### config.mk
export PLATFORM = sky130hd
export DESIGN_NAME = adc_out_demux
export DESIGN_NICKNAME = d
export VERILOG_FILES = /design/src/rtl/adc_demux_pkg.sv /design/src/rtl/adc_demux_phase.sv /design/src/rtl/adc_demux_delay.sv /design/src/rtl/adc_demux_out.sv /design/src/rtl/adc_out_demux.sv
export SDC_FILE = /design/constraint.sdc
export NUM_CORES = 1
export LEC_CHECK = 0
export BUFFER_PORTS_ARGS = -buffer_cell sky130_fd_sc_hd__buf_2
export CELL_PAD_IN_SITES_DETAIL_PLACEMENT = 1
export CELL_PAD_IN_SITES_GLOBAL_PLACEMENT = 2
export CORE_AREA = 2 2 104 106
export DETAILED_ROUTE_END_ITERATION = 8
export DIE_AREA = 0 0 106 108
export GPL_ROUTABILITY_DRIVEN = 1
export PLACE_DENSITY = 0.63
export SETUP_SLACK_MARGIN = 0.3
export SLEW_MARGIN = 15
export SYNTH_ARGS = -nofsm -noshare
export SYNTH_HDL_FRONTEND = slang
export SYNTH_HIERARCHICAL = 1
export SYNTH_SLANG_ARGS = --single-unit
### constraint.sdc
create_clock -name clk_i -period 3.6 [get_ports clk_i]
set_input_delay 1.08 -clock clk_i [delete_from_list [all_inputs] [get_ports clk_i]]
set_output_delay 1.08 -clock clk_i [all_outputs]
set_load 0.1 [all_outputs]
### src/rtl/adc_demux_pkg.sv
package adc_demux_pkg;

  typedef enum logic [1:0] {
    MODE_DIV1 = 2'd0,
    MODE_DIV2 = 2'd1,
    MODE_DIV4 = 2'd2
  } mode_e;

  localparam int unsigned PH_W = 2;

  function automatic mode_e decode_mode(input logic demux_en, input logic div4);
    if (!demux_en) return MODE_DIV1;
    if (div4)      return MODE_DIV4;
    return MODE_DIV2;
  endfunction

endpackage

### src/rtl/adc_demux_phase.sv
module adc_demux_phase #(
  parameter int unsigned PH_W = 2
) (
  input  logic            clk_i,
  input  logic            rst_ni,
  input  logic            sync_rst_i,
  output logic [PH_W-1:0] ph_o,
  output logic            sync_rst_o
);

  logic [PH_W-1:0] ph_q;
  logic            echo_q;

  always_ff @(posedge clk_i or negedge rst_ni) begin
    if (!rst_ni) begin
      ph_q   <= '0;
      echo_q <= 1'b0;
    end else begin
      echo_q <= sync_rst_i;
      ph_q   <= sync_rst_i ? '0 : ph_q + {{(PH_W-1){1'b0}}, 1'b1};
    end
  end

  assign ph_o       = ph_q;
  assign sync_rst_o = echo_q;

  p_phase_clear_r4: assert property (@(posedge clk_i) disable iff (!rst_ni)
    sync_rst_i |=> ph_q == '0);

  p_phase_step_r4: assert property (@(posedge clk_i) disable iff (!rst_ni)
    !sync_rst_i |=> ph_q == PH_W'($past(ph_q) + 1));

  p_sync_echo_r5: assert property (@(posedge clk_i) disable iff (!rst_ni)
    1'b1 |=> sync_rst_o == $past(sync_rst_i));

endmodule

### src/rtl/adc_demux_delay.sv
module adc_demux_delay #(
  parameter int unsigned DATA_W = 8,
  parameter int unsigned PH_W   = 2,
  parameter int unsigned DEPTH  = 10
) (
  input  logic              clk_i,
  input  logic              rst_ni,
  input  logic [DATA_W-1:0] data_i,
  input  logic [PH_W-1:0]   ph_i,
  output logic [DATA_W-1:0] tap_pri_o,
  output logic [DATA_W-1:0] tap_aux2_o,
  output logic [DATA_W-1:0] tap_aux4_o,
  output logic [PH_W-1:0]   ph_pri_o
);

  localparam int unsigned PH_DEPTH = DEPTH - 2;

  logic [DEPTH-1:0][DATA_W-1:0]  dat_q;
  logic [PH_DEPTH-1:0][PH_W-1:0] ph_q;

  for (genvar g = 0; g < DEPTH; g++) begin : g_dat
    always_ff @(posedge clk_i or negedge rst_ni) begin
      if (!rst_ni)     dat_q[g] <= '0;
      else if (g == 0) dat_q[g] <= data_i;
      else             dat_q[g] <= dat_q[(g == 0) ? 0 : g-1];
    end
  end

  // phase tag only needs to reach the primary tap
  for (genvar g = 0; g < PH_DEPTH; g++) begin : g_ph
    always_ff @(posedge clk_i or negedge rst_ni) begin
      if (!rst_ni)     ph_q[g] <= '0;
      else if (g == 0) ph_q[g] <= ph_i;
      else             ph_q[g] <= ph_q[(g == 0) ? 0 : g-1];
    end
  end

  assign tap_pri_o  = dat_q[DEPTH-3];
  assign tap_aux2_o = dat_q[DEPTH-2];
  assign tap_aux4_o = dat_q[DEPTH-1];
  assign ph_pri_o   = ph_q[PH_DEPTH-1];

endmodule

### src/rtl/adc_demux_out.sv
module adc_demux_out
  import adc_demux_pkg::*;
#(
  parameter int unsigned DATA_W = 8,
  parameter int unsigned PH_W   = 2
) (
  input  logic              clk_i,
  input  logic              rst_ni,
  input  mode_e             mode_i,
  input  logic              aux_en_i,
  input  logic [PH_W-1:0]   ph_i,
  input  logic [DATA_W-1:0] pri_src_i,
  input  logic [DATA_W-1:0] aux2_src_i,
  input  logic [DATA_W-1:0] aux4_src_i,
  output logic [DATA_W-1:0] pri_o,
  output logic [DATA_W-1:0] aux_o,
  output logic              ready_o
);

  logic              upd;
  logic              rdy_d;
  logic [DATA_W-1:0] aux_src;
  logic [DATA_W-1:0] pri_q, aux_q;
  logic              rdy_q;

  always_comb begin
    unique case (mode_i)
      MODE_DIV2: begin
        upd     = ph_i[0];
        rdy_d   = ph_i[0];
        aux_src = aux2_src_i;
      end
      MODE_DIV4: begin
        upd     = (ph_i == PH_W'(2));
        rdy_d   = ph_i[PH_W-1];
        aux_src = aux4_src_i;
      end
      default: begin
        upd     = 1'b1;
        rdy_d   = ~rdy_q;
        aux_src = '0;
      end
    endcase
  end

  // data and strobe share one register edge
  always_ff @(posedge clk_i or negedge rst_ni) begin
    if (!rst_ni) begin
      pri_q <= '0;
      aux_q <= '0;
      rdy_q <= 1'b0;
    end else begin
      rdy_q <= rdy_d;
      if (upd) pri_q <= pri_src_i;
      if (!aux_en_i || mode_i == MODE_DIV1) aux_q <= '0;
      else if (upd)                          aux_q <= aux_src;
    end
  end

  assign pri_o   = pri_q;
  assign aux_o   = aux_q;
  assign ready_o = rdy_q;

  p_aux_off_r6: assert property (@(posedge clk_i) disable iff (!rst_ni)
    !aux_en_i |=> aux_o == '0);

  p_div1_aux_idle_r1: assert property (@(posedge clk_i) disable iff (!rst_ni)
    mode_i == MODE_DIV1 |=> aux_o == '0);

  p_div1_ready_toggle_r7: assert property (@(posedge clk_i) disable iff (!rst_ni)
    mode_i == MODE_DIV1 |=> ready_o != $past(ready_o));

  p_update_marked_r7: assert property (@(posedge clk_i) disable iff (!rst_ni)
    ($past(mode_i) != MODE_DIV1) && !$stable(pri_o) |-> ready_o);

endmodule

### src/rtl/adc_out_demux.sv
module adc_out_demux
  import adc_demux_pkg::*;
#(
  parameter int unsigned DATA_W  = 8,
  parameter int unsigned PRI_LAT = 8
) (
  input  logic              clk_i,
  input  logic              rst_ni,
  input  logic [DATA_W-1:0] sample_i,
  input  logic              demux_en_i,
  input  logic              div4_i,
  input  logic              aux_en_i,
  input  logic              sync_rst_i,
  output logic [DATA_W-1:0] pri_o,
  output logic [DATA_W-1:0] aux_o,
  output logic              ready_o,
  output logic              sync_rst_o
);

  // output register adds one edge; aux taps sit one and two past primary
  localparam int unsigned PRI_TAP = PRI_LAT - 1;
  localparam int unsigned DEPTH   = PRI_TAP + 3;

  mode_e             mode;
  logic [PH_W-1:0]   ph;
  logic [PH_W-1:0]   ph_pri;
  logic [DATA_W-1:0] tap_pri, tap_aux2, tap_aux4;

  assign mode = decode_mode(demux_en_i, div4_i);

  adc_demux_phase #(.PH_W(PH_W)) u_phase (
    .clk_i      (clk_i),
    .rst_ni     (rst_ni),
    .sync_rst_i (sync_rst_i),
    .ph_o       (ph),
    .sync_rst_o (sync_rst_o)
  );

  adc_demux_delay #(.DATA_W(DATA_W), .PH_W(PH_W), .DEPTH(DEPTH)) u_delay (
    .clk_i      (clk_i),
    .rst_ni     (rst_ni),
    .data_i     (sample_i),
    .ph_i       (ph),
    .tap_pri_o  (tap_pri),
    .tap_aux2_o (tap_aux2),
    .tap_aux4_o (tap_aux4),
    .ph_pri_o   (ph_pri)
  );

  adc_demux_out #(.DATA_W(DATA_W), .PH_W(PH_W)) u_out (
    .clk_i      (clk_i),
    .rst_ni     (rst_ni),
    .mode_i     (mode),
    .aux_en_i   (aux_en_i),
    .ph_i       (ph_pri),
    .pri_src_i  (tap_pri),
    .aux2_src_i (tap_aux2),
    .aux4_src_i (tap_aux4),
    .pri_o      (pri_o),
    .aux_o      (aux_o),
    .ready_o    (ready_o)
  );

endmodule

Word level (Yosys, flattened, before mapping)
Cells that the tools add are included.
{ "classes": {"addsub": 1, "n_eq_ne": 3, "mux": 12, "n_bitwise": 1, "reduce_logical": 4} }
{ "ops": {"columns": ["operator", "count"], "rows": [
  ["2-to-1 mux 8 bit", 2],
  ["case mux 8 bit (2 select lines)", 1],
  ["2-to-1 mux 2 bit", 5],
  ["== test 2 bit, second input constant", 2],
  ["case mux 1 bit (2 select lines)", 2],
  ["adder 2 x 1 -> 2 bit, second input constant", 1],
  ["== test 2 x 1 -> 1 bit, second input constant", 1],
  ["logical NOT 2 bit", 1],
  ["2-to-1 mux 1 bit", 2],
  ["nonzero test 2 bit", 1],
  ["logical NOT 1 bit", 1],
  ["logical OR 1 bit", 1],
  ["NOT 1 bit", 1]
]} }
{ "word_totals": {"register_bits": 116, "in_bits": 14, "word_cells": 44} }

Longest topological paths before layout
{ "logic_depth": {"word_depth": 8, "ltp_mapped": 8} }

Cells and area by module
The synthesis kept the hierarchy.
{ "by_module_without_submodules": {"columns": ["mod", "instances", "cells_each", "area_per_inst_um2", "seq_area_each_um2"], "rows": [
  ["adc_demux_delay", 1, 122, 2597.5, 2402.3],
  ["adc_demux_out", 1, 68, 862.1, 425.4],
  ["adc_demux_phase", 1, 6, 91.3, 75.1],
  ["adc_out_demux", 1, 2, 16.3, 0.0]
]} }

Least setup slack after synthesis
Ideal clock, no wire load.
{ "synth_path": {"path_kind": "input -> register", "startpoint": "in div4_i", "endpoint": "reg u_out.pri_q[0], in the netlist u_out/pri_o[0]", "setup_time_ps": 125, "t_arrival_ps": 2307, "t_required_ps": 3475, "setup_slack_ps": 1168, "path_stages": 6, "path_cell_list": "and2b_2 > inv_1 > ha_1 > a21boi_4 > nand2_4 > mux2_2"} }
{ "synth_via": {"elab_chain_cells": 6} }
{ "synth_rtl": {"columns": ["element", "line_no", "text"], "rows": [
  ["start: declaration", "adc_out_demux.sv:11", "input logic div4_i,"],
  ["2-to-1 mux 1 bit (2 in series)", "adc_demux_pkg.sv:13", "if (div4) return MODE_DIV4;"],
  ["2-to-1 mux 2 bit *", "adc_demux_pkg.sv:14", "return MODE_DIV2;"],
  ["2-to-1 mux 2 bit *", "adc_demux_pkg.sv:13", null],
  ["== test 2 bit / == test 2 x 1 -> 1 bit (equally long branches)", "adc_demux_out.sv:27", "unique case (mode_i)"],
  ["case mux 1 bit (2 select lines) *", "adc_demux_out.sv:27", null],
  ["end signal: assignment", "adc_demux_out.sv:54", "if (upd) pri_q <= pri_src_i;"],
  ["end: declaration", "adc_demux_out.sv:23", "logic [DATA_W-1:0] pri_q, aux_q;"]
]} }
Every way passes the cells marked *; elsewhere a longest branch is shown, timed or not. The select of a mux whose other input is x is not followed.
A chain may end at the register's enable or synchronous reset.

Worst setup path in the final report
{ "layout_path": {"startpoint": "in div4_i", "endpoint": "reg u_out.aux_q[5], in the netlist u_out/aux_o[5]"} }
{ "layout_via": {"elab_chain_cells": 8} }
{ "layout_rtl": {"columns": ["element", "line_no", "text"], "rows": [
  ["2-to-1 mux 1 bit (2 in series)", "adc_demux_pkg.sv:13", null],
  ["2-to-1 mux 2 bit *", "adc_demux_pkg.sv:14", null],
  ["2-to-1 mux 2 bit *", "adc_demux_pkg.sv:13", null],
  ["net mode[0]", "adc_out_demux.sv:24", "mode_e mode;"],
  ["== test 2 bit / == test 2 x 1 -> 1 bit (equally long branches)", "adc_demux_out.sv:27", null],
  ["case mux 8 bit (2 select lines)", "adc_demux_out.sv:27", null],
  ["2-to-1 mux 8 bit", "adc_demux_out.sv:56", "else if (upd) aux_q <= aux_src;"],
  ["2-to-1 mux 8 bit", "adc_demux_out.sv:55", "if (!aux_en_i || mode_i == MODE_DIV1) aux_q <= '0;"],
  ["end signal: assignment", "adc_demux_out.sv:56", null],
  ["end: declaration", "adc_demux_out.sv:23", null]
]} }
The timed path passes the listed nets; every way through them passes the cells marked *. The select of a mux whose other input is x is not followed.

==> results_dict.tcl <==
set metrics [dict create \
    outcome "finished, final reports clean" \
    powerDensity_mw_per_mm2 748 \
    standard_cell_with_the_maximum_stage_delay_on_the_critical_path "sky130_fd_sc_hd__nor2b_1" \
    clkLatencyLatePin_ps 500 \
    crit_path_cell_trace "buf_2 -> and2b_2 -> inv_1 -> ha_1 -> nor2b_1 -> nand2_1 -> o31ai_1" \
    final_common_cell "sky130_fd_sc_hd__dfrtp_1" \
    grt_pass1_wl_mm 8.27 \
    io_buffer_count 31 \
    detail_route.vias_per_cell 4.20 \
    hold_depth 0 \
    global_route.usage.total 0.0990 \
    total_power_mw 3.18 \
    finalHoldViolations 0 \
    area_delta_synth_final_pct 19.0 \
    max-slew-margin-rel 0.590 \
    cap_violations 0 \
    synth_cell_types 22 \
    timing.setup.critical_path_class "input pin to register" \
    ant_nets 0 \
    dp_slack_ps 737 \
    cts_root_buf "sky130_fd_sc_hd__clkbuf_8" \
    critical_path.top_delay_family "simple AND/OR/NAND/NOR gates" \
    rsz0062_at_grt "no" \
    die_width_um 106 \
    synthesis.area_mm2 0.00357 \
    synth_area_per_cell_um2 18.0 \
    placementRows 37 \
    slew_violations 0 \
    cts_tree "yes" \
    final_cell_mix "116 x sky130_fd_sc_hd__dfrtp_1, 30 x sky130_fd_sc_hd__buf_2, 16 x sky130_fd_sc_hd__clkbuf_16" \
    gp_routability_congestion 0.750 \
    holdBufCountCts 0 \
    syn-instance-count 198 \
    critPathMaxStageDelay_ps 490 \
    dr_total_vias 1538 \
    ys.warnings.count 6 \
    ys_seq_elements 116 \
    final_period_minus_worst_setup_slack_ps 2410 \
    core-area_mm2 0.0102 \
    cts.path.max_buffers 2 \
    post_route_cells_drive_above_1_share 0.322 \
    antenna-diode-count 0 \
    cp_data_required_time_ps 4000 \
    detailedRoute.firstPassIterationCount 2 \
    final_critical_path_setup_slack_ps 1190 \
    postCtsSetupBuffers 0 \
    r2r-end "u_out/aux_o[5]$_DFFE_PN0P_" \
    worst-slew-pin-transition_ps 614 \
    final_cells 366 \
    worst-r2r-cell-count 3 \
    setup.worst_path.start_class "input pin" \
    critical_path.reg2reg.startpoint "u_delay/ph_pri_o[0]$_DFF_PN0_" \
    grt_start_max_net_pins 54 \
    clkTransAtPathRegs_ps 50 \
    p_leak_nw 1.96 \
    min-delay-path-class "register to register" \
    layout_worst_path_cycle_share 0.669 \
    drt_iter0_markers 62 \
    antenna_found_initial 0 \
    endpoint_kind "register" \
    die_y_extent_um 108 \
    syn-num-nets 216 \
    post-place-cells 337 \
    wl_per_cell_um 12.8 \
    report.final.setup_viol 0 \
    gr-total-overflow 0 \
    boundaryPins 32 \
    cp.arrival_ps 2800 \
    die_area_mm2 0.0114 \
    cts_buffers 17 \
    fin_setup_tns_ps 0 \
    fin_worst_skew_ps 6.83 \
    irDropWorstVdd_v 0.000424 \
    worst_hold_path.endpoint "u_delay/dat_q[53]$_DFF_PN0_" \
    holdCritStartpoint "u_delay/dat_q[45]$_DFF_PN0_" \
    finish.net_count 238 \
    cts-htree-levels 4 \
    drc_errors 0 \
    initial_core_util 0.349 \
    rrSetupSlack_ps 2270 \
    cp.buffers_inverters 2 \
    synth_seq_area_share 0.814 \
    via_count_of_the_first_global_routing_pass 1683 \
    post_cts.resized_instances 0 \
    place.detailed.hpwl_mm 2.83 \
    detail_route.wirelength_mm 4.67 \
    maximum_fanout_along_the_worst_path 9 \
    cts.sinks 116 \
    clock.fmax_ghz 0.415 \
]
cell type report:
type / instances / area, µm²
Timing Repair Buffer: 33 / 185
Tap cell: 136 / 170
Clock inverter: 9 / 108
Sequential cell: 116 / 2900
Inverter: 3 / 11.3
Fill cell: 1013 / 5990
Multi-Input combinational cell: 49 / 423
Clock buffer: 20 / 445
where the power goes:
| group | switching [mW] | internal [mW] | total, mW |
|---|---|---|---|
| Clock | 0.535 | 1.00 | 1.54 |
| Sequential | 0.0302 | 1.38 | 1.41 |
| Combinational | 0.180 | 0.0447 | 0.224 |
cells by family after synthesis:
| kind of cell | after synthesis | share of synthesized area |
|---|---|---|
| compound gates | 19 | 0.0428 |
| mux | 8 | 0.0253 |
| fa+ha+maj | 4 | 0.0140 |
| buf+inv | 33 | 0.0677 |
| flops | 116 | 0.814 |
| simple gates | 17 | 0.0340 |
| xor+xnor | 1 | 0.00246 |
cells in the mapped netlist:
library cell                 n  share of area
sky130_fd_sc_hd__a21boi_4    1         0.0053
sky130_fd_sc_hd__a21oi_1     1         0.0014
sky130_fd_sc_hd__a221oi_1    1         0.0025
sky130_fd_sc_hd__a22oi_1     8          0.017
sky130_fd_sc_hd__and2_1      1         0.0018
sky130_fd_sc_hd__and2_2      1         0.0021
sky130_fd_sc_hd__and2b_2     1         0.0025
sky130_fd_sc_hd__buf_4      27          0.057
sky130_fd_sc_hd__buf_6       2         0.0063
sky130_fd_sc_hd__clkbuf_2    1         0.0014
sky130_fd_sc_hd__dfrtp_1   116           0.81
sky130_fd_sc_hd__ha_1        4          0.014
sky130_fd_sc_hd__inv_1       3         0.0032
sky130_fd_sc_hd__mux2_2      8          0.025
sky130_fd_sc_hd__nand2_1     1         0.0011
sky130_fd_sc_hd__nand2_4     1         0.0032
sky130_fd_sc_hd__nand3b_4    1         0.0056
sky130_fd_sc_hd__nand4_1     8          0.014
sky130_fd_sc_hd__nor2_1      2         0.0021
sky130_fd_sc_hd__nor2b_1     1         0.0018
sky130_fd_sc_hd__o31ai_1     8          0.017
sky130_fd_sc_hd__xnor2_1     1         0.0025
per-stage QoR:
stage	cell area (µm²)	hold WS [ps]	util
floorplan	3570	331	-
global placement	3690	331	0.361
detailed placement	3690	336	0.361
CTS	4250	347	0.415
global route	4250	350	0.415
finish	4250	342	0.415
worst max path at each step:
stage	to	startpoint	cells past startpoint	slack, ps
final	u_out/aux_o[5]$_DFFE_PN0P_	div4_i	7	1190
after global routing	u_out/aux_o[4]$_DFFE_PN0P_	div4_i	7	1050
after CTS	pri_o[6]	u_out/pri_o[6]$_DFFE_PN0P_	1	1160
after detailed placement	u_out/aux_o[0]$_DFFE_PN0P_	div4_i	7	740
after global placement	u_out/aux_o[5]$_DFFE_PN0P_	div4_i	7	780
after floorplan	u_out/pri_o[0]$_DFFE_PN0P_	div4_i	6	1170
metal layers:
metal	part of all wire	track usage
met3	0.058	0.0609
met1	0.43	0.112
met5	0	0
met4	0.011	0.0423
met2	0.50	0.151
state kept, by name, summed over array words and instances (netlist names):
signal / count
u_delay/tap_aux4_o: 8
u_delay/tap_pri_o: 8
u_out/aux_o: 8
u_delay/ph_pri_o: 2
u_delay/tap_aux2_o: 8
u_phase/sync_rst_o: 1
u_out/ready_o: 1
u_delay/ph_q: 14
u_phase/ph_o: 2
u_out/pri_o: 8
u_delay/dat_q: 56
worst reg2reg max path, delay by kind of cell (launching register included):
| family | cells | cell delay, ps |
|---|---|---|
| DFF | 1 | 420 |
| AOI/OAI and AO/OA | 2 | 440 |
| and+or+nand+nor | 1 | 340 |
Note: power is estimated with default switching activity, not from simulation.
